[src/rtl/hpio_pkg.sv]
package hpio_pkg;
  localparam int HW = 16;
  localparam int BW = HW / 2;

  typedef enum logic [3:0] {
    RG_ADDR, RG_EXT, RG_DATA, RG_DATA2, RG_EMASK, RG_ESTAT, RG_CTRL, RG_INTR, RG_NONE
  } reg_e;

  typedef enum logic [1:0] { LN_LO, LN_HI, LN_FULL } lane_e;

  // merge host data into one byte lane or the whole word
  function automatic logic [HW-1:0] put_lane(logic [HW-1:0] old, lane_e ln, logic [HW-1:0] w);
    case (ln)
      LN_LO:   put_lane = {old[HW-1:BW], w[BW-1:0]};
      LN_HI:   put_lane = {w[BW-1:0], old[BW-1:0]};
      default: put_lane = w;
    endcase
  endfunction

  // present one byte lane on the low bits, or the whole word
  function automatic logic [HW-1:0] get_lane(logic [HW-1:0] v, lane_e ln);
    case (ln)
      LN_LO:   get_lane = {{BW{1'b0}}, v[BW-1:0]};
      LN_HI:   get_lane = {{BW{1'b0}}, v[HW-1:BW]};
      default: get_lane = v;
    endcase
  endfunction
endpackage

[src/rtl/hpio_map.sv]
module hpio_map
  import hpio_pkg::*;
(
  input  logic [1:0] mode,
  input  logic [3:0] sel,
  output reg_e       rsel,
  output lane_e      lane
);
  always_comb begin
    rsel = RG_NONE;
    lane = LN_FULL;
    if (!mode[1]) begin
      lane = sel[0] ? LN_HI : LN_LO;
      case (sel)
        4'd0, 4'd1: rsel = RG_ADDR;
        4'd2, 4'd3: rsel = RG_DATA;
        4'd4, 4'd5: rsel = RG_EMASK;
        4'd6: begin rsel = RG_ESTAT; lane = LN_LO; end
        4'd7: begin rsel = RG_CTRL;  lane = LN_LO; end
        default: begin
          if (!mode[0]) begin
            rsel = RG_INTR; lane = LN_HI;
          end else begin
            case (sel)
              4'd8:  begin rsel = RG_INTR;  lane = LN_LO; end
              4'd9:  begin rsel = RG_INTR;  lane = LN_HI; end
              4'd10: begin rsel = RG_CTRL;  lane = LN_HI; end
              4'd11: begin rsel = RG_EXT;   lane = LN_LO; end
              4'd12: begin rsel = RG_DATA2; lane = LN_LO; end
              4'd13: begin rsel = RG_DATA2; lane = LN_HI; end
              default: rsel = RG_NONE;
            endcase
          end
        end
      endcase
    end else if (mode[0]) begin
      case (sel)
        4'd0:  rsel = RG_ADDR;
        4'd2:  rsel = RG_DATA;
        4'd4:  rsel = RG_EMASK;
        4'd6:  begin rsel = RG_ESTAT; lane = LN_LO; end
        4'd7:  rsel = RG_CTRL;
        4'd8:  rsel = RG_INTR;
        4'd11: begin rsel = RG_EXT; lane = LN_LO; end
        4'd12: rsel = RG_DATA2;
        default: rsel = RG_NONE;
      endcase
    end
  end
endmodule

[src/rtl/hpio_dma.sv]
module hpio_dma #(
  parameter int AW = 24,
  parameter int DW = 32
) (
  input  logic          clk,
  input  logic          rst_n,
  input  logic          go_ld,
  input  logic          go_st,
  input  logic          is32,
  input  logic [AW-1:0] base,
  input  logic [DW-1:0] st_data,
  output logic          mem_valid,
  input  logic          mem_ready,
  output logic          mem_we,
  output logic          mem_size32,
  output logic [AW-1:0] mem_addr,
  output logic [DW-1:0] mem_wdata,
  output logic          busy,
  output logic          ld_done,
  output logic          st_done
);
  logic          pend, we_q, w32_q;
  logic [AW-1:0] addr_q;
  logic [DW-1:0] data_q;

  always_ff @(posedge clk) begin
    if (!rst_n) begin
      pend <= 1'b0; we_q <= 1'b0; w32_q <= 1'b0;
      addr_q <= '0; data_q <= '0;
    end else if (pend) begin
      if (mem_ready) pend <= 1'b0;
    end else if (go_ld || go_st) begin
      pend   <= 1'b1;
      we_q   <= go_st;
      w32_q  <= is32;
      addr_q <= is32 ? {base[AW-1:2], 2'b00} : {base[AW-1:1], 1'b0};
      data_q <= st_data;
    end
  end

  assign mem_valid  = pend;
  assign mem_we     = we_q;
  assign mem_size32 = w32_q;
  assign mem_addr   = addr_q;
  assign mem_wdata  = data_q;
  assign busy       = pend;
  assign ld_done    = pend && mem_ready && !we_q;
  assign st_done    = pend && mem_ready && we_q;


  mem_hold_chk: assert property (@(posedge clk) disable iff (!rst_n)
    (mem_valid && !mem_ready) |=> (mem_valid && $stable(mem_addr) && $stable(mem_we) && $stable(mem_wdata)));

  no_start_busy_chk: assert property (@(posedge clk) disable iff (!rst_n)
    (go_ld || go_st) |-> !pend);

  one_kind_chk: assert property (@(posedge clk) disable iff (!rst_n)
    go_ld |-> !go_st);
endmodule

[src/rtl/hpio_port.sv]
module hpio_port
  import hpio_pkg::*;
#(
  parameter int EXT_W = 8
) (
  input  logic        clk,
  input  logic        rst_n,
  input  logic [3:0]  host_sel,
  input  logic        host_rd,
  input  logic        host_wr,
  input  logic [15:0] host_wdata,
  output logic [15:0] host_rdata,
  output logic        host_wait,
  output logic        host_irq,
  output logic        core_rst,
  output logic        mem_valid,
  input  logic        mem_ready,
  output logic        mem_we,
  output logic        mem_size32,
  output logic [HW+EXT_W-1:0] mem_addr,
  output logic [2*HW-1:0]     mem_wdata,
  input  logic [2*HW-1:0]     mem_rdata
);
  localparam int MAW = HW + EXT_W;

  logic [HW-1:0]    addr_r, data_r, data2_r, emask_r, ctrl_r, intr_r;
  logic [EXT_W-1:0] ext_r;
  logic [7:0]       estat_r;

  reg_e  rsel;
  lane_e lane;
  logic  busy, ld_done, st_done, go_ld, go_st;
  logic  wr_ev, rd_ev, upper;
  logic  dma_en, auto_inc, w32;

  hpio_map u_map (.mode({ctrl_r[9], ctrl_r[1]}), .sel(host_sel), .rsel(rsel), .lane(lane));

  assign dma_en   = ctrl_r[3];
  assign auto_inc = ctrl_r[4];
  assign w32      = ctrl_r[8];
  assign wr_ev    = host_wr && !busy;
  assign rd_ev    = host_rd && !busy;
  assign upper    = (lane != LN_LO);

  // address after one auto-increment step
  logic [HW:0]      inc_sum;
  logic [HW-1:0]    addr_inc;
  logic [EXT_W-1:0] ext_inc;
  assign inc_sum  = {1'b0, addr_r} + (HW+1)'(w32 ? 4 : 2);
  assign addr_inc = inc_sum[HW-1:0];
  assign ext_inc  = ext_r + EXT_W'(inc_sum[HW]);

  // new register values for a host write
  logic [HW-1:0] addr_wv, data_wv, ctrl_wv;
  always_comb begin
    addr_wv = put_lane(addr_r, lane, host_wdata);
    data_wv = put_lane(data_r, lane, host_wdata);
    ctrl_wv = put_lane(ctrl_r, lane, host_wdata);
    ctrl_wv[6:5] = ctrl_r[6:5];
  end

  logic run_rise;
  assign run_rise = wr_ev && (rsel == RG_CTRL) && !ctrl_r[0] && ctrl_wv[0];

  // DMA start decisions and operands
  logic          ld_by_addr, ld_by_data, inc_on_read;
  logic [MAW-1:0] ld_base;
  assign ld_by_addr  = dma_en && wr_ev && (rsel == RG_ADDR) && upper;
  assign ld_by_data  = dma_en && rd_ev && (rsel == RG_DATA) && upper;
  assign inc_on_read = auto_inc && rd_ev && (rsel == RG_DATA) && (lane != LN_HI);
  assign go_ld = ld_by_addr || ld_by_data;
  assign go_st = dma_en && wr_ev && (rsel == RG_DATA) && upper;

  always_comb begin
    if (ld_by_addr)       ld_base = {ext_r, addr_wv};
    else if (inc_on_read) ld_base = {ext_inc, addr_inc};
    else                  ld_base = {ext_r, addr_r};
  end

  logic [2*HW-1:0] st_word;
  assign st_word = w32 ? {data_wv, data2_r} : {{HW{1'b0}}, data_wv};

  hpio_dma #(.AW(MAW), .DW(2*HW)) u_dma (
    .clk(clk), .rst_n(rst_n), .go_ld(go_ld), .go_st(go_st), .is32(w32),
    .base(ld_base), .st_data(st_word),
    .mem_valid(mem_valid), .mem_ready(mem_ready), .mem_we(mem_we),
    .mem_size32(mem_size32), .mem_addr(mem_addr), .mem_wdata(mem_wdata),
    .busy(busy), .ld_done(ld_done), .st_done(st_done)
  );

  always_ff @(posedge clk) begin
    if (!rst_n) begin
      addr_r <= '0; data_r <= '0; data2_r <= '0; intr_r <= '0;
      emask_r <= '1; ctrl_r <= '0; ext_r <= '0; estat_r <= '0;
      core_rst <= 1'b0;
    end else begin
      core_rst <= 1'b0;
      if (ld_done) begin
        if (mem_size32) begin
          data_r  <= mem_rdata[2*HW-1:HW];
          data2_r <= mem_rdata[HW-1:0];
        end else begin
          data_r  <= mem_rdata[HW-1:0];
        end
        ctrl_r[5] <= 1'b1;
      end
      if (st_done) ctrl_r[5] <= 1'b0;
      if (wr_ev) begin
        case (rsel)
          RG_ADDR:  addr_r  <= addr_wv;
          RG_EXT:   ext_r   <= host_wdata[EXT_W-1:0];
          RG_DATA: begin
            data_r <= data_wv;
            if (upper && auto_inc) begin
              addr_r <= addr_inc;
              ext_r  <= ext_inc;
            end
          end
          RG_DATA2: data2_r <= put_lane(data2_r, lane, host_wdata);
          RG_EMASK: emask_r <= put_lane(emask_r, lane, host_wdata);
          RG_ESTAT: estat_r <= host_wdata[7:0];
          RG_CTRL: begin
            if (run_rise) begin
              ctrl_r   <= 16'h0001;
              estat_r  <= '0;
              emask_r  <= '1;
              core_rst <= 1'b1;
            end else begin
              ctrl_r <= ctrl_wv;
            end
          end
          RG_INTR: begin
            intr_r <= put_lane(intr_r, lane, host_wdata);
            if (upper) ctrl_r[6] <= 1'b1;
          end
          default: ;
        endcase
      end
      if (rd_ev) begin
        if (inc_on_read) begin
          addr_r <= addr_inc;
          ext_r  <= ext_inc;
        end
        if (rsel == RG_INTR && upper) ctrl_r[6] <= 1'b0;
      end
    end
  end

  // read mux
  logic [HW-1:0] rd_word;
  always_comb begin
    case (rsel)
      RG_ADDR:  rd_word = addr_r | HW'(1);
      RG_EXT:   rd_word = HW'(ext_r);
      RG_DATA:  rd_word = data_r;
      RG_DATA2: rd_word = data2_r;
      RG_EMASK: rd_word = emask_r;
      RG_ESTAT: rd_word = HW'(estat_r);
      RG_CTRL:  rd_word = ctrl_r;
      RG_INTR:  rd_word = intr_r;
      default:  rd_word = '1;
    endcase
  end
  assign host_rdata = (rsel == RG_NONE) ? '1 : get_lane(rd_word, lane);
  assign host_wait  = busy;
  assign host_irq   = ctrl_r[6] && ctrl_r[2];


  ctrl_flags_hold_chk: assert property (@(posedge clk) disable iff (!rst_n)
    (wr_ev && rsel == RG_CTRL && !run_rise) |=> $stable(ctrl_r[6:5]));

  load_sets_ready_chk: assert property (@(posedge clk) disable iff (!rst_n)
    ld_done |=> ctrl_r[5]);

  store_clears_ready_chk: assert property (@(posedge clk) disable iff (!rst_n)
    st_done |=> !ctrl_r[5]);

  core_rst_state_chk: assert property (@(posedge clk) disable iff (!rst_n)
    core_rst |-> (ctrl_r == 16'h0001 && emask_r == 16'hFFFF && estat_r == 8'h00));

  no_strobe_in_wait_chk: assert property (@(posedge clk) disable iff (!rst_n)
    host_wait |-> !(host_rd || host_wr));
endmodule

[config.mk]
export PLATFORM = sky130hd
export DESIGN_NAME = hpio_port
export DESIGN_NICKNAME = d
export VERILOG_FILES = /design/src/rtl/hpio_pkg.sv /design/src/rtl/hpio_map.sv /design/src/rtl/hpio_dma.sv /design/src/rtl/hpio_port.sv
export SDC_FILE = /design/constraint.sdc
export NUM_CORES = 1
export LEC_CHECK = 0
export CORE_ASPECT_RATIO = 0.8
export CORE_MARGIN = 10
export CORE_UTILIZATION = 50
export CTS_CLUSTER_DIAMETER = 30
export DETAILED_ROUTE_END_ITERATION = 10
export MAX_ROUTING_LAYER = met4
export PLACE_DENSITY = 0.77
export REMOVE_ABC_BUFFERS = 1
export SYNTH_ARGS = -nofsm -noshare
export SYNTH_HDL_FRONTEND = slang
export SYNTH_SLANG_ARGS = --single-unit
[constraint.sdc]
create_clock -name clk -period 4.6 [get_ports clk]
set_clock_uncertainty 0.05 [all_clocks]
set_input_delay 0.69 -clock clk [delete_from_list [all_inputs] [get_ports clk]]
set_output_delay 0.69 -clock clk [all_outputs]
set_load 0.1 [all_outputs]
==> out/results.txt, run 1 <==
die height = 148 um
fraction of layout cells with a size suffix above 1 = 0.123
Post-Syn Area per Cell = 8.24 um2
Worst Path Required = 3.86 ns
fmax = 0.229 GHz
sequential share of the synthesized area = 0.334
clk slew on worst S/H paths = 0.06 ns
Worst Hold Launch = u_dma.mem_addr[1]
GRT Resource Usage Total = 0.309
peak supply drop = 0.000244 V
FF-to-FF Start = addr_r[3]
DRC = 0
Max Cap Violations = 0
Remaining Overflow, GRT = 0
full die area = 26,500 um2
outcome = finished clean
Hold EP = u_dma.mem_addr[1]
drt via density = 7.03
CTS tree = built
Static Leak = 0.00429 uW
Async SR Flop Fraction = 0
Fin. Hold Viols = 0
vias in the first global route = 10,400
pin count of the biggest net entering global routing = 88
fin. max-slew vios = 0
endpoints failing setup = 0
RSZ-0062 raised after global routing = false
most frequent cells in the layout = 170 x dfxtp_1, 116 x clkdlybuf4s50_1, 106 x nand2_1, 83 x nor2_1, 80 x a21oi_1
crit path max fanout = 17
commonest non-fill, non-tap cell in the layout = dfxtp_1
Hold Slack = 0.416 ns
postcts setup bufs = 0
Clock Sinks = 170
area of the mapped netlist = 10,200 um2
Clk Latency, worst-skew pair = 0.44 ns
worst slew pin tran = 1.27 ns
I/O Buffers = 133
cells after synthesis = 1,235
final RePlAce weighted congestion = 1.04
placed cell areas = 11,900 um2
CTS Buffer Depth = 2
ratio of final minimum period to clock period = 0.950
PostCTS Resize Cnt = 0
CP Capture Type = primary output
initial core utilization = 0.511
Yosys Warn Count = 0
min-delay worst type = register to register
DRT iter0 DRCs = 1,834
total number of vias = 11,200
routed wire length per instance = 26.3 um
Startpoint Class = input port
total power = 3620 uW
Crit Reg-Reg Endpoint = ext_r[7]
initial antenna violation count = 0
I/O pins = 135
final setup TNS = 0 ns
worst hold path stage count = 2
area grow syn2layout = 23.3%
post-route minimum period = 4.37 ns
Max-Slew Margin vs Limit = 0.144
Post-synth EDFFs = 0
antenna cells = 0
hold buffer count at CTS = 0
dpl hpwl = 29,700 um
register bit total from synthesis = 170
H-tree levels = 4
Core ar. = 19,900 um2
final core utilization = 0.630
chip width = 180 um
Routed Antenna Nets = 0
root buf cell = clkbuf_16
Yosys cell types = 84
WS Path Type = input port to primary output
r2r worst-path depth = 11
power density over the cells = 288 nW/um2
NumNets Final = 1,382
Worst EP arrival = 3.63 ns
First-pass DRT Iterations = 8
FF-to-FF setup slack = 1.01 ns
FP Rows = 46
global-route wire length before repair = 63,800 um
main flop type after synthesis = dfxtp_1
final wirelength = 42,000 um
number of CTS-inserted buffers = 17
Final Instance Area = 12,500 um2
## worst max path at each step
stage / from / end / slack (ns) / cells after the start
after floorplan: host_sel[3] / host_rdata[9] / -0.39 / 6
after global placement: host_sel[1] / host_rdata[0] / 0.29 / 10
after detailed placement: host_sel[0] / host_rdata[0] / 0.28 / 11
after CTS: host_sel[0] / host_rdata[0] / 0.27 / 11
after global routing: host_sel[0] / host_rdata[0] / 0.14 / 11
final: host_sel[0] / host_rdata[0] / 0.23 / 11
## sequential cells by signal, indices dropped and copies added (netlist names)
signal,cells
u_dma.mem_wdata,32
intr_r,16
u_dma.busy,1
ctrl_r,16
core_rst,1
u_dma.mem_size32,1
data2_r,16
emask_r,16
u_dma.mem_we,1
ext_r,8
u_dma.mem_addr,23
data_r,16
addr_r,15
estat_r,8
## logic make-up after synthesis
family | Yosys count | synth area share
other | 1 | 0.000368
and+or+nand+nor | 405 | 0.203
adders and majority gates | 5 | 0.00688
AOI/OAI and AO/OA | 404 | 0.295
muxes | 73 | 0.0742
buffers and inverters | 155 | 0.0672
DFF | 170 | 0.334
xor gates and xnor gates | 22 | 0.0189
## cell usage after synthesis, types with 12 or more instances
master	number	area share
a211oi_1	16	0.012
a21oi_1	80	0.039
a222oi_1	29	0.029
a22oi_1	31	0.023
a31oi_1	12	0.0074
a32o_1	18	0.018
and2_1	16	0.0098
buf_2	28	0.014
clkbuf_1	83	0.031
dfxtp_1	170	0.33
inv_1	22	0.0081
mux2_2	20	0.022
mux2i_1	53	0.052
nand2_1	106	0.039
nand2b_1	16	0.0098
nand3_1	71	0.035
nand4_1	34	0.021
nor2_1	84	0.031
nor3_1	18	0.0088
nor4_1	12	0.0074
o211ai_1	24	0.018
o21ai_0	58	0.029
o221ai_1	13	0.011
xnor2_1	18	0.015
## routing by layer
layer  vias up  track usage  wire, um
met5         -            -         0
met4         0        0.138      1960
met3       156       0.0864      5160
met2       876        0.424     17200
met1      5294        0.412     17700
li1       4892            -         -
## final cells by class
type                            instances  area [um2]
Clock inverter                         14         186
Tap cell                              264         330
Inverter                               24        90.1
Timing Repair Buffer                  197        1980
Fill cell                            1798        7370
Clock buffer                           17         425
Sequential cell                       170        3400
Multi-Input combinational cell        910        6130
## power by group
| part | switching [uW] | total, uW | internal, uW |
|---|---|---|---|
| clock | 680 | 1550 | 866 |
| combinational | 366 | 564 | 198 |
| sequential | 19.3 | 1510 | 1490 |
| total | 1060 | 3620 | 2550 |
## stage by stage
stage / std cells / worst slack, ns
2_1_floorplan: 1104 / -0.393
3_5_place_dp: 1565 / 0.284
4_1_cts: 1596 / 0.269
3_3_place_gp: 1565 / 0.295
5_1_grt: 1596 / 0.139
6_report: 1596 / 0.230
## worst max-delay path: stages
cell and delay [ns]:
clkdlybuf4s50_1 0.55, buf_4 0.29, and2b_1 0.27, o211a_1 0.38, buf_4 0.25, nand2_1 0.10, nand4_1 0.09, a2111oi_0 0.52
buf_4 0.22, a21oi_1 0.06, buf_12 0.18
No activity file was read; power rests on OpenSTA's default activity.
==> inputs of run 2 (changes only) <==
--- a/config.mk
+++ b/config.mk
@@ -10,6 +10,7 @@
 export CORE_UTILIZATION = 50
 export CTS_CLUSTER_DIAMETER = 30
 export DETAILED_ROUTE_END_ITERATION = 10
+export HOLD_SLACK_MARGIN = 0.1
 export MAX_ROUTING_LAYER = met4
 export PLACE_DENSITY = 0.77
 export REMOVE_ABC_BUFFERS = 1
==> results of run 2 <==
No change in the layout: final DEF, timing and power equal those of run 1.
